## src/rtl/resv_pkg.sv

```systemverilog
package resv_pkg;

  typedef struct packed {
    logic snoop;
    logic exc;
    logic branch;
    logic mem;
    logic timeout;
  } drop_t;

  function automatic logic word_aligned(input logic [1:0] low_bits);
    return low_bits == 2'b00;
  endfunction

endpackage

```

## src/rtl/resv_granule_cmp.sv

```systemverilog
module resv_granule_cmp #(
  parameter int AW       = 32,
  parameter int GRAN_LG2 = 2
) (
  input  logic [AW-1:0] addr_a,
  input  logic [AW-1:0] addr_b,
  output logic          same
);
  // Offset bits inside the granule take no part in the compare.
  logic unused_lo;
  assign unused_lo = ^{addr_a[GRAN_LG2-1:0], addr_b[GRAN_LG2-1:0]};

  assign same = addr_a[AW-1:GRAN_LG2] == addr_b[AW-1:GRAN_LG2];
endmodule

```

## src/rtl/resv_age_counter.sv

```systemverilog
module resv_age_counter #(
  parameter int MAX_INSNS = 512
) (
  input  logic clk,
  input  logic rst_n,
  input  logic restart,
  input  logic retire,
  output logic expire
);
  localparam int CW = $clog2(MAX_INSNS + 1);
  localparam logic [CW-1:0] LIMIT = CW'(MAX_INSNS);

  logic [CW-1:0] cnt_q;

  always_ff @(posedge clk or negedge rst_n) begin
    if (!rst_n)                     cnt_q <= '0;
    else if (restart)               cnt_q <= '0;
    else if (retire && cnt_q != LIMIT) cnt_q <= cnt_q + 1'b1;
  end

  assign expire = !restart && retire && (cnt_q == LIMIT);

  // the count saturates at the limit
  a_r7_count_bounded: assert property (@(posedge clk) disable iff (!rst_n)
    cnt_q <= LIMIT);
  // restart clears the age
  a_r7_restart_clears: assert property (@(posedge clk) disable iff (!rst_n)
    restart |=> cnt_q == '0);
endmodule

```

## src/rtl/resv_monitor.sv

```systemverilog
module resv_monitor
  import resv_pkg::*;
#(
  parameter int AW        = 32,
  parameter int GRAN_LG2  = 2,
  parameter int MAX_INSNS = 512
) (
  input  logic          clk,
  input  logic          rst_n,
  input  logic          ll_valid,
  input  logic [AW-1:0] ll_addr,
  input  logic          sc_valid,
  input  logic [AW-1:0] sc_addr,
  input  logic          snoop_valid,
  input  logic [AW-1:0] snoop_addr,
  input  logic          exc_taken,
  input  logic          branch_taken,
  input  logic          mem_access,
  input  logic          retire,
  output logic          resv_valid,
  output logic          sc_done,
  output logic          sc_pass,
  output logic          addr_err
);
  initial assert (GRAN_LG2 >= 2 && GRAN_LG2 <= 12);

  logic [AW-1:0] resv_addr_q;
  logic          resv_q;
  logic          done_q, pass_q, err_q;

  logic  ll_ok, ll_bad, sc_aligned;
  logic  snoop_same, sc_same, aged_out;
  logic  any_drop, pass_d, resv_d;
  drop_t drop;

  assign ll_ok      = ll_valid && word_aligned(ll_addr[1:0]);
  assign ll_bad     = ll_valid && !word_aligned(ll_addr[1:0]);
  assign sc_aligned = word_aligned(sc_addr[1:0]);

  resv_granule_cmp #(.AW(AW), .GRAN_LG2(GRAN_LG2)) u_snoop_cmp (
    .addr_a(snoop_addr), .addr_b(resv_addr_q), .same(snoop_same));

  resv_granule_cmp #(.AW(AW), .GRAN_LG2(GRAN_LG2)) u_sc_cmp (
    .addr_a(sc_addr), .addr_b(resv_addr_q), .same(sc_same));

  resv_age_counter #(.MAX_INSNS(MAX_INSNS)) u_age (
    .clk(clk), .rst_n(rst_n), .restart(ll_ok), .retire(retire),
    .expire(aged_out));

  always_comb begin
    drop.snoop   = snoop_valid && snoop_same;
    drop.exc     = exc_taken;
    drop.branch  = branch_taken;
    drop.mem     = mem_access;
    drop.timeout = aged_out;
    any_drop     = |drop;
  end

  // Verdict uses the reservation as it stood before this cycle.
  assign pass_d = sc_valid && resv_q && sc_aligned && sc_same && !any_drop;

  always_comb begin
    if (ll_ok)                             resv_d = 1'b1;
    else if (ll_bad || sc_valid || any_drop) resv_d = 1'b0;
    else                                   resv_d = resv_q;
  end

  always_ff @(posedge clk or negedge rst_n) begin
    if (!rst_n) begin
      resv_q      <= 1'b0;
      resv_addr_q <= '0;
      done_q      <= 1'b0;
      pass_q      <= 1'b0;
      err_q       <= 1'b0;
    end else begin
      resv_q <= resv_d;
      if (ll_ok) resv_addr_q <= ll_addr;
      done_q <= sc_valid;
      pass_q <= pass_d;
      err_q  <= ll_bad || (sc_valid && !sc_aligned);
    end
  end

  assign resv_valid = resv_q;
  assign sc_done    = done_q;
  assign sc_pass    = pass_q;
  assign addr_err   = err_q;

  // an aligned load-linked opens the reservation
  a_r1_ll_opens: assert property (@(posedge clk) disable iff (!rst_n)
    ll_ok |=> resv_valid);
  // a pass needs an open reservation beforehand
  a_r2_pass_needs_resv: assert property (@(posedge clk) disable iff (!rst_n)
    (sc_valid && !resv_valid) |=> !sc_pass);
  // pass only appears with the verdict strobe
  a_r2_pass_with_done: assert property (@(posedge clk) disable iff (!rst_n)
    sc_pass |-> sc_done);
  // local drop events close the reservation
  a_r3_local_drop: assert property (@(posedge clk) disable iff (!rst_n)
    ((exc_taken || branch_taken || mem_access) && !ll_valid) |=> !resv_valid);
  // every store-conditional closes the reservation
  a_r4_sc_closes: assert property (@(posedge clk) disable iff (!rst_n)
    (sc_valid && !ll_valid) |=> !resv_valid);
  // misaligned store-conditional fails with an error
  a_r5_misaligned_sc: assert property (@(posedge clk) disable iff (!rst_n)
    (sc_valid && sc_addr[1:0] != 2'b00) |=> (addr_err && !sc_pass));
  // a same-cycle snoop hit beats the store-conditional
  a_r6_snoop_wins: assert property (@(posedge clk) disable iff (!rst_n)
    (sc_valid && drop.snoop) |=> !sc_pass);
endmodule

```

## config.mk

```make
export PLATFORM = sky130hd
export DESIGN_NAME = resv_monitor
export DESIGN_NICKNAME = d
export VERILOG_FILES = /design/src/rtl/resv_pkg.sv /design/src/rtl/resv_granule_cmp.sv /design/src/rtl/resv_age_counter.sv /design/src/rtl/resv_monitor.sv
export SDC_FILE = /design/constraint.sdc
export NUM_CORES = 1
export LEC_CHECK = 0
export ABC_CLOCK_PERIOD_IN_PS = 2300
export BUFFER_PORTS_ARGS = -buffer_cell sky130_fd_sc_hd__buf_2
export CAP_MARGIN = 10
export CORE_MARGIN = 2
export CORE_UTILIZATION = 51
export CTS_CLUSTER_SIZE = 24
export DETAILED_ROUTE_END_ITERATION = 10
export PLACE_DENSITY = 0.93
export SYNTH_ARGS = -nofsm -noshare
export SYNTH_HDL_FRONTEND = slang
export SYNTH_SLANG_ARGS = --single-unit
```

## constraint.sdc

```tcl
create_clock -name clk -period 2.3 [get_ports clk]
set_input_delay 0.46 -clock clk [delete_from_list [all_inputs] [get_ports clk]]
set_output_delay 0.46 -clock clk [all_outputs]
set_load 0.01 [all_outputs]
```

======== Word-level counts from Yosys, hierarchy flattened ========
Index checks and enable logic that the tools add are counted.
word-level totals
  register bits ........................... 46
  latch bits .............................. 0
  RAM bits ................................ 0
  ROM bits ................................ 0
  input port bits ......................... 105
  output and inout bits ................... 4
  logic and storage cells ................. 38
  memories kept ........................... 0
operators by class
  add/sub/neg operators ................... 1
  multiply operators ...................... 0
  divide/modulo/power cells ............... 0
  $lt $le $gt $ge ......................... 0
  equality and inequality tests ........... 4
  shift operators ......................... 0
  multiplexer cells ....................... 4
  bitwise gates (word level) .............. 0
  reductions and logical operators ........ 23
operators by type and width
  kind                                                              number
  30-bit equality test                                              2
  10-bit two-way mux                                                2
  1-bit logical AND                                                 11
  10-bit by 1-bit adder with 10-bit output (second input constant)  1
  10-bit equality test (second input constant)                      1
  10-bit inequality test (second input constant)                    1
  5-bit OR reduction                                                1
  1-bit logical NOT                                                 4
  2-bit logical NOT                                                 2
  2-bit nonzero test                                                2
  1-bit logical OR                                                  3
  1-bit two-way mux                                                 2

======== Depth between registers and ports, before layout ========
Gate-level depths: netlist of run 1.
  depth in word-level cells ............... 9
  gate-level depth with buffers ........... 6
  depth with buffers taken out ............ 6

======== Cells and area by module ========
A second synthesis of run 1 with hierarchy kept.
unflattened totals
  cell total of the unflattened synthesis .. 227
  area, all modules ....................... 2776.4 um^2
modules (own cells, without submodules)
  module            instances  cells an instance  area each (um^2)  sequential area each (um^2)
  resv_monitor      1          81                 1496.4            900.9
  resv_granule_cmp  2          40                 330.3             0.0
  resv_age_counter  1          66                 619.3             250.2

======== Worst setup path before layout of run 1 ========
OpenSTA, ideal clock, no wires.
  path type ............................... input to register
  start point ............................. in snoop_addr[20]
  end point ............................... reg resv_q (netlist: resv_valid)
  setup time .............................. 0.129 ns
  arrival time ............................ 1.350 ns
  data required time ...................... 2.171 ns
  slack ................................... 0.821 ns
  stages .................................. 5
  buffers on the path ..................... 0
  cells stage by stage .................... xor2_1 > nor4_2 > nand2_1 > nor4_4 > o21bai_1
on the way
  word-level cells in the longest chain between the ends .. 5
RTL lines
  element                       RTL line                source
  from (decl)                   resv_monitor.sv:15      input logic [AW-1:0] snoop_addr,
  30-bit equality test          resv_granule_cmp.sv:13  assign same = addr_a[AW-1:GRAN_LG2] == addr_b[AW-1:GRAN_LG2];
  1-bit logical AND             resv_monitor.sv:51      drop.snoop = snoop_valid && snoop_same;
  5-bit OR reduction            resv_monitor.sv:56      any_drop = |drop;
  1-bit logical OR              resv_monitor.sv:64      else if (ll_bad || sc_valid || any_drop) resv_d = 1'b0;
  2-bit nonzero test (no line)  --
  to (signal assigned)          resv_monitor.sv:76      resv_q <= resv_d;
  to (decl)                     resv_monitor.sv:28      logic resv_q;
No other way between the ends.
A chain may end at the register's enable or synchronous reset.

======== Final worst setup path of run 1 ========
  start point ............................. reg resv_addr_q[22]
  end point ............................... reg pass_q (netlist: sc_pass)
on the way
  word-level cells in the longest chain between the ends .. 5
  elaborated cells between the ends (all ways) .. 7
  classes of those cells .................. 2 x eq/ne; 5 x reduce/logical
RTL lines
  element                 RTL line                source
  from (decl)             resv_monitor.sv:27      logic [AW-1:0] resv_addr_q;
  from (signal assigned)  resv_monitor.sv:77      if (ll_ok) resv_addr_q <= ll_addr;
  30-bit equality test    resv_granule_cmp.sv:13
  1-bit logical AND       resv_monitor.sv:51
  5-bit OR reduction      resv_monitor.sv:56
  1-bit logical NOT       resv_monitor.sv:60      assign pass_d = sc_valid && resv_q && sc_aligned && sc_same && !any_drop;
  1-bit logical AND (*)   resv_monitor.sv:60
  named net pass_d        resv_monitor.sv:33      logic any_drop, pass_d, resv_d;
  to (signal assigned)    resv_monitor.sv:79      pass_q <= pass_d;
  to (decl)               resv_monitor.sv:29      logic done_q, pass_q, err_q;
Mark *: on every way through the listed nets, which the timed path passes. The rest lies on a longest branch.

==> results of run 1 <==
power by group through the flow:
stage | clock, mW | combinational (mW) | sequential [mW]
after global placement | 0 | 0.575 | 1.08
final | 0.501 | 0.603 | 1.08
after CTS | 0.515 | 0.606 | 1.08
after detailed placement | 0 | 0.599 | 1.09
after floorplan | 0 | 0.407 | 1.06
after global routing | 0.543 | 0.667 | 1.10
cells in the final DEF, fill, tap and decap left out, types with 2 or more instances in the layout:
master	synthesis	routed
sky130_fd_sc_hd__buf_2	4	106
sky130_fd_sc_hd__dfrtp_1	44	44
sky130_fd_sc_hd__xor2_1	42	42
sky130_fd_sc_hd__mux2_2	30	30
sky130_fd_sc_hd__xnor2_1	25	25
sky130_fd_sc_hd__nand4_1	11	11
sky130_fd_sc_hd__nor2_1	10	10
sky130_fd_sc_hd__nor4_1	9	9
sky130_fd_sc_hd__nand2_1	8	8
sky130_fd_sc_hd__clkbuf_8	0	6
sky130_fd_sc_hd__o21ai_0	4	4
sky130_fd_sc_hd__inv_1	3	3
sky130_fd_sc_hd__nand3_1	3	3
sky130_fd_sc_hd__nor4_2	3	3
sky130_fd_sc_hd__nor3_1	3	3
sky130_fd_sc_hd__a21oi_1	3	3
sky130_fd_sc_hd__or3_1	2	2
sky130_fd_sc_hd__ha_1	2	2
sky130_fd_sc_hd__clkinv_2	0	2
critical path: stages (launching register included):
cell and delay [ns]:
sky130_fd_sc_hd__dfrtp_1 0.42, sky130_fd_sc_hd__xnor2_1 0.26, sky130_fd_sc_hd__nand4_1 0.12, sky130_fd_sc_hd__nor4_1 0.44, sky130_fd_sc_hd__nand4_1 0.20, sky130_fd_sc_hd__nor4b_2 0.30
layer usage:
| layer | vias up | GRT usage | part of all wire | wire (µm) |
|---|---|---|---|---|
| li1 | 972 | - | - | - |
| met3 | 17 | 0.0631 | 0.079 | 476 |
| met2 | 102 | 0.403 | 0.51 | 3090 |
| met5 | - | 0 | 0 | 0 |
| met4 | 0 | 0.0828 | 0.024 | 143 |
| met1 | 971 | 0.252 | 0.38 | 2290 |
final cells by class:
cell class | count | area [µm²] | area share
clock buffers | 6 | 82.6 | 0.0258
clock inverters | 2 | 10.0 | 0.00312
inverters | 3 | 11.3 | 0.00351
multi-input cells | 163 | 1360 | 0.424
flip-flops and latches | 44 | 1100 | 0.343
well taps | 67 | 83.8 | 0.0262
repair buffers | 108 | 558 | 0.174
cell families (layout without fill, tap and decap cells):
family | after synthesis | after routing | share of synthesized area
flops | 44 | 44 | 0.443
compound gates | 10 | 10 | 0.0267
buf+inv | 7 | 119 | 0.0126
fa+ha+maj | 2 | 2 | 0.0101
xor+xnor | 67 | 67 | 0.236
mux | 30 | 30 | 0.136
simple gates | 54 | 54 | 0.135
synth_stat cells:
master | instances | area, µm²
sky130_fd_sc_hd__a21oi_1 | 3 | 15.0
sky130_fd_sc_hd__a41oi_2 | 1 | 16.3
sky130_fd_sc_hd__and3_1 | 1 | 6.26
sky130_fd_sc_hd__buf_2 | 4 | 20.0
sky130_fd_sc_hd__dfrtp_1 | 44 | 1100
sky130_fd_sc_hd__ha_1 | 2 | 25.0
sky130_fd_sc_hd__inv_1 | 3 | 11.3
sky130_fd_sc_hd__mux2_2 | 30 | 338
sky130_fd_sc_hd__nand2_1 | 8 | 30.0
sky130_fd_sc_hd__nand3_1 | 3 | 15.0
sky130_fd_sc_hd__nand4_1 | 11 | 68.8
sky130_fd_sc_hd__nor2_1 | 10 | 37.5
sky130_fd_sc_hd__nor3_1 | 3 | 15.0
sky130_fd_sc_hd__nor3b_2 | 1 | 12.5
sky130_fd_sc_hd__nor4_1 | 9 | 56.3
sky130_fd_sc_hd__nor4_2 | 3 | 37.5
sky130_fd_sc_hd__nor4_4 | 1 | 21.3
sky130_fd_sc_hd__nor4b_1 | 1 | 8.76
sky130_fd_sc_hd__nor4b_2 | 1 | 15.0
sky130_fd_sc_hd__o211ai_1 | 1 | 7.51
sky130_fd_sc_hd__o21ai_0 | 4 | 20.0
sky130_fd_sc_hd__o21bai_1 | 1 | 7.51
sky130_fd_sc_hd__or3_1 | 2 | 12.5
sky130_fd_sc_hd__xnor2_1 | 25 | 219
sky130_fd_sc_hd__xor2_1 | 42 | 368
metrics by stage:
step / total power, mW / area (µm²) / hold WS (ns) / worst slack [ns] / instances
floorplan: 1.46 / 2480 / 0.164 / 0.821 / 214
global placement: 1.65 / 3110 / 0.385 / 0.522 / 385
detailed placement: 1.69 / 3110 / 0.399 / 0.415 / 385
CTS: 2.20 / 3210 / 0.0713 / 0.534 / 393
global route: 2.31 / 3210 / 0.0860 / 0.412 / 393
finish: 2.19 / 3210 / 0.0648 / 0.480 / 393
registers in the layout, summed over array words and instances, names as in the netlist:
signal,flops
sc_pass,1
resv_valid,1
addr_err,1
sc_done,1
resv_addr_q,30
u_age.cnt_q,10
how the worst max path moves through the flow:
stage,from,to,slack (ns),depth (start not counted)
finish,resv_addr_q[22],sc_pass,0.48,5
floorplan,snoop_addr[20],resv_valid,0.82,5
detailed placement,sc_addr[22],sc_pass,0.42,6
global placement,snoop_addr[14],resv_valid,0.52,6
global route,resv_addr_q[22],sc_pass,0.41,5
CTS,resv_addr_q[22],sc_pass,0.53,5
==> results.toml, run 1 <==
[cts]
cts-hold-fix-buffers = 0
post-cts-setup-buffer-count = 0
cts_resized = 0
clock_insertion_delay_at_the_later_pin_of_the_skew_report_ns = 0.30
cts.sink_count = 44
ctsRootBufferMaster = "sky130_fd_sc_hd__clkbuf_8"
cts_max_level = 2
clock_tree_from_tritoncts = "done"
number_of_clock_buffers_inserted_by_tritoncts = 5
cts_max_path_buffers = 2
clk_pin_slew_worst_paths_ns = 0.08

[pwr]
internal-power_mw = 1.49
clock_power_share = 0.229
leakage_nw = 1.49
switching_share = 0.318
comb_power_share = 0.276
ir_drop_v = 0.000342
p_sw_mw = 0.695
seq_power_share = 0.495
power_per_cell_area_nw_per_um2 = 682

[run_status]
outcome = "completed"

[synth]
synth_cell_types = 25
synthesis.yosys.warnings = 0
synth_seq_cells = 44
postSynthAreaPerCell_um2 = 11.6
netlist_area_pre_place_um2 = 2480
synth_fp_nets = 321
synth.yosys.seq_area_share = 0.443
synthCells = 214

[global_route]
first_global_vias = 2088
track_usage = 0.225
largest_net_degree_at_the_start_of_global_routing = 43
grt.overflow.total = 0
antenna_violations_before_repair = 0
wire_length_of_the_first_global_routing_pass_um = 9140

[place]
gp_routability_congestion = 0.800
port-buffer-count = 106
detailed_placer_s_ending_hpwl_um = 4710

[timing]
setup_repair_after_global_routing_missed_its_margin = "no"
max_slew.worst_pin.slew_ns = 0.431
finalCritPeriodShare = 0.791
clock_period_minus_final_worst_setup_slack_ns = 1.82
timing.final.hold_violations = 0
setup_viol_count_final = 0
timing.setup.tns_ns = 0
skew_ns = 0.00619
maximum_clock_frequency_mhz = 549
relSlewSlack = 0.710
final-max-slew-violation-count = 0

[cells_and_area]
fillers = 343
nNetsFinal = 432
antenna_cells_inserted = 0
layout-area-overhead-vs-synth_pct = 29.0
utilization = 0.679
final_layout_size_suffix_gt1_frac = 0.469

[critical_path]
worstReg2RegEnd = "sc_pass"
worst_setup_path_end_kind = "register"
critPathMaxFanout = 3
critical_path_class = "register to register"
worst_setup_path_start_kind = "register"
r2r.worst_path.cells = 5
critical_path.reg2reg.startpoint = "resv_addr_q[22]"
cp_data_arrival_time_ns = 2.03
setup.reg_to_reg.worst_slack_ns = 0.48
worst_ep_required_time_ns = 2.51

[detailed_routing]
first_iter_violations = 135
post-route-drc-count = 0
wl_per_cell_um = 15.3
drt.antenna.violating_nets = 0
total_wire_length_after_detailed_routing_um = 6000
per_cell_via_count_in_the_routed_design = 5.25
vias = 2062
drt_first_pass_iters = 4

[floorplan]
num_io_pins = 109
die_area_um2 = 5450
die_width_um = 73.8
fp-row-count = 25
core_region_area_um2 = 4720
initial_core_util = 0.526
chip_height_um = 73.8

[worst_hold_path]
timing.hold.worst.class = "input pin to asynchronous set/reset pin"

[job]
timing.max_cap.violations = 0
Power figures use the tool's default switching activity.
==> run 2: changes to the inputs <==
--- a/config.mk
+++ b/config.mk
@@ -5,14 +5,14 @@
 export SDC_FILE = /design/constraint.sdc
 export NUM_CORES = 1
 export LEC_CHECK = 0
-export ABC_CLOCK_PERIOD_IN_PS = 2300
+export ABC_CLOCK_PERIOD_IN_PS = 1600
 export BUFFER_PORTS_ARGS = -buffer_cell sky130_fd_sc_hd__buf_2
 export CAP_MARGIN = 10
 export CORE_MARGIN = 2
-export CORE_UTILIZATION = 51
+export CORE_UTILIZATION = 43
 export CTS_CLUSTER_SIZE = 24
 export DETAILED_ROUTE_END_ITERATION = 10
-export PLACE_DENSITY = 0.93
+export PLACE_DENSITY = 0.85
 export SYNTH_ARGS = -nofsm -noshare
 export SYNTH_HDL_FRONTEND = slang
 export SYNTH_SLANG_ARGS = --single-unit
==> constraint.sdc (replaced) <==
create_clock -name clk -period 1.6 [get_ports clk]
set_input_delay 0.32 -clock clk [delete_from_list [all_inputs] [get_ports clk]]
set_output_delay 0.32 -clock clk [all_outputs]
set_load 0.01 [all_outputs]
==> results.toml, run 2 (same netlist as run 1, synthesis figures left out) <==
[run_status]
outcome = "complete, but fails checks"
violated_checks = "negative setup slack"

[timing]
final-max-slew-violation-count = 0
max_slew.worst_pin.slew_ns = 0.412
finalCritPeriodShare = 1.01
hold_ws_ns = 0.166
skew_ns = 0.00611
maximum_clock_frequency_mhz = 617
relSlewSlack = 0.725
worst_slack_ns = -0.0199
setup_viol_count_final = 2
clock_period_minus_final_worst_setup_slack_ns = 1.62
timing.setup.tns_ns = -0.0241
timing.final.hold_violations = 0
setup_repair_after_global_routing_missed_its_margin = "yes"

[detailed_routing]
first_iter_violations = 88
post-route-drc-count = 0
wl_per_cell_um = 14.0
vias = 2002
per_cell_via_count_in_the_routed_design = 4.93
drt.antenna.violating_nets = 0
total_wire_length_after_detailed_routing_um = 5690
drt_first_pass_iters = 4

[cells_and_area]
largestRegisters = "resv_addr_q: 30 flops, u_age.cnt_q: 10 flops"
final_layout_size_suffix_gt1_frac = 0.503
most_frequent_cells_in_the_layout = "106 x sky130_fd_sc_hd__buf_2, 44 x sky130_fd_sc_hd__dfrtp_1, 41 x sky130_fd_sc_hd__xor2_1, 30 x sky130_fd_sc_hd__mux2_2, 20 x sky130_fd_sc_hd__xnor2_1"
nNetsFinal = 440
regMostFlops = "resv_addr_q"
number_of_flip_flops_in_the_largest_register = 30
final_common_cell = "sky130_fd_sc_hd__buf_2"
antenna_cells_inserted = 0
layoutNonFillerInstCount = 406
layout-area-overhead-vs-synth_pct = 35.5

[critical_path]
worst_ep_required_time_ns = 1.81
critical_path_class = "register to register"
worst_setup_path_start_kind = "register"
cp_data_arrival_time_ns = 1.83
critPathMaxStageDelay_ns = 0.40
critical_path.top_delay_family = "simple AND/OR/NAND/NOR gates"
crit_slowest_cell = "sky130_fd_sc_hd__dfrtp_1"
cp_common_cell = "sky130_fd_sc_hd__nand4_1"
worst_setup_path_end_kind = "register"
critical_path.n_buffers_inverters = 1
critPathMaxFanout = 2
cp_cell_sequence = "buf_4 > xnor2_2 > nand4_1 > nor4_2 > nand4_1 > nor4b_2"

[global_route]
first_global_vias = 2011
track_usage = 0.186
largest_net_degree_at_the_start_of_global_routing = 29
wire_length_of_the_first_global_routing_pass_um = 9050
grt.overflow.total = 0
antenna_violations_before_repair = 0

[cts]
clock_insertion_delay_at_the_later_pin_of_the_skew_report_ns = 0.30
cts.sink_count = 44
cts_max_level = 2
number_of_clock_buffers_inserted_by_tritoncts = 5
clk_pin_slew_worst_paths_ns = 0.09
ctsRootBufferMaster = "sky130_fd_sc_hd__clkbuf_8"
cts_max_path_buffers = 2
post-cts-setup-buffer-count = 0
clock_tree_from_tritoncts = "done"

[floorplan]
die_width_um = 80.0
die_area_um2 = 6400
initial_core_util = 0.449
core_region_area_um2 = 5540
num_io_pins = 109
fp-row-count = 27
chip_height_um = 80.0

[place]
port-buffer-count = 106
detailed_placer_s_ending_hpwl_um = 4600
dp.cells = 397
gp_routability_congestion = 0.867

[pwr]
ir_drop_v = 0.000672
leakage_nw = 1.57
power_per_cell_area_nw_per_um2 = 999

[job]
timing.max_cap.violations = 0

[worst_hold_path]
timing.hold.worst.class = "input pin to register"
-- run 2: changes by cell type in the layout (fill, tap and decap cells not counted), moves of 2 or more --
cell                       previous run  this run
sky130_fd_sc_hd__buf_4                1         7
sky130_fd_sc_hd__clkinv_2             2         0
sky130_fd_sc_hd__nor4_1               9         7
sky130_fd_sc_hd__nor4_2               3         5
sky130_fd_sc_hd__xnor2_1             25        20
sky130_fd_sc_hd__xnor2_2              0         5
-- run 2: power breakdown --
part,total (mW),internal [mW],switching (mW)
Combinational,0.942,0.548,0.394
Sequential,1.54,1.31,0.233
Clock,0.878,0.470,0.408
-- run 2: final cells by class --
type | instances | area, µm²
Clock buffer | 5 | 68.8
Clock inverter | 3 | 46.3
Fill cell | 467 | 2170
Inverter | 3 | 11.3
Multi-Input combinational cell | 163 | 1420
Sequential cell | 44 | 1100
Tap cell | 72 | 90.1
Timing Repair Buffer | 116 | 633
-- run 2: what timing repair did --
action,4_1_cts,5_1_grt
setup endpoints to repair,2,2
pin swaps,8,1
gates resized for setup,5,3
hold buffers,1,0
hold endpoints to repair,16,0
-- run 2: worst paths after layout --
path                                       from         endpoint  slack [ns]  depth (start not counted)
worst min-delay path                   sc_valid          sc_done        0.17                          1
min in group asynchronous                 rst_n  resv_addr_q[31]        0.47                          2
worst max register to register  resv_addr_q[25]          sc_pass       -0.02                          6
worst min register to register  resv_addr_q[19]  resv_addr_q[19]        0.58                          1
worst max-delay path            resv_addr_q[25]          sc_pass       -0.02                          6
max in group asynchronous                 rst_n  resv_addr_q[28]        0.64                          3
-- run 2: stage by stage --
step	worst slack, ns	total power [mW]	utilization	instance area (µm²)
3_3_place_gp	-0.124	2.44	0.575	3180
4_1_cts	-0.00530	3.39	0.604	3340
2_1_floorplan	0.163	2.10	-	2480
6_report	-0.0199	3.36	0.608	3370
3_5_place_dp	-0.189	2.48	0.575	3180
5_1_grt	-0.124	3.58	0.608	3370
-- run 2: routing by layer --
metal	part of all wire	wire length (µm)	vias up	GRT usage
met2	0.51	2890	68	0.320
met4	0.010	59	0	0.0492
met3	0.056	320	6	0.0407
met5	0	0	-	0
met1	0.43	2420	938	0.235
li1	-	-	990	-
-- run 2: worst reg2reg max path, delay by kind of cell (launching register included) --
| family | cells | cell delay [ns] |
|---|---|---|
| XOR/XNOR | 1 | 0.12 |
| buffers and inverters | 1 | 0.15 |
| flip-flops | 1 | 0.40 |
| AND/OR/NAND/NOR | 4 | 0.86 |
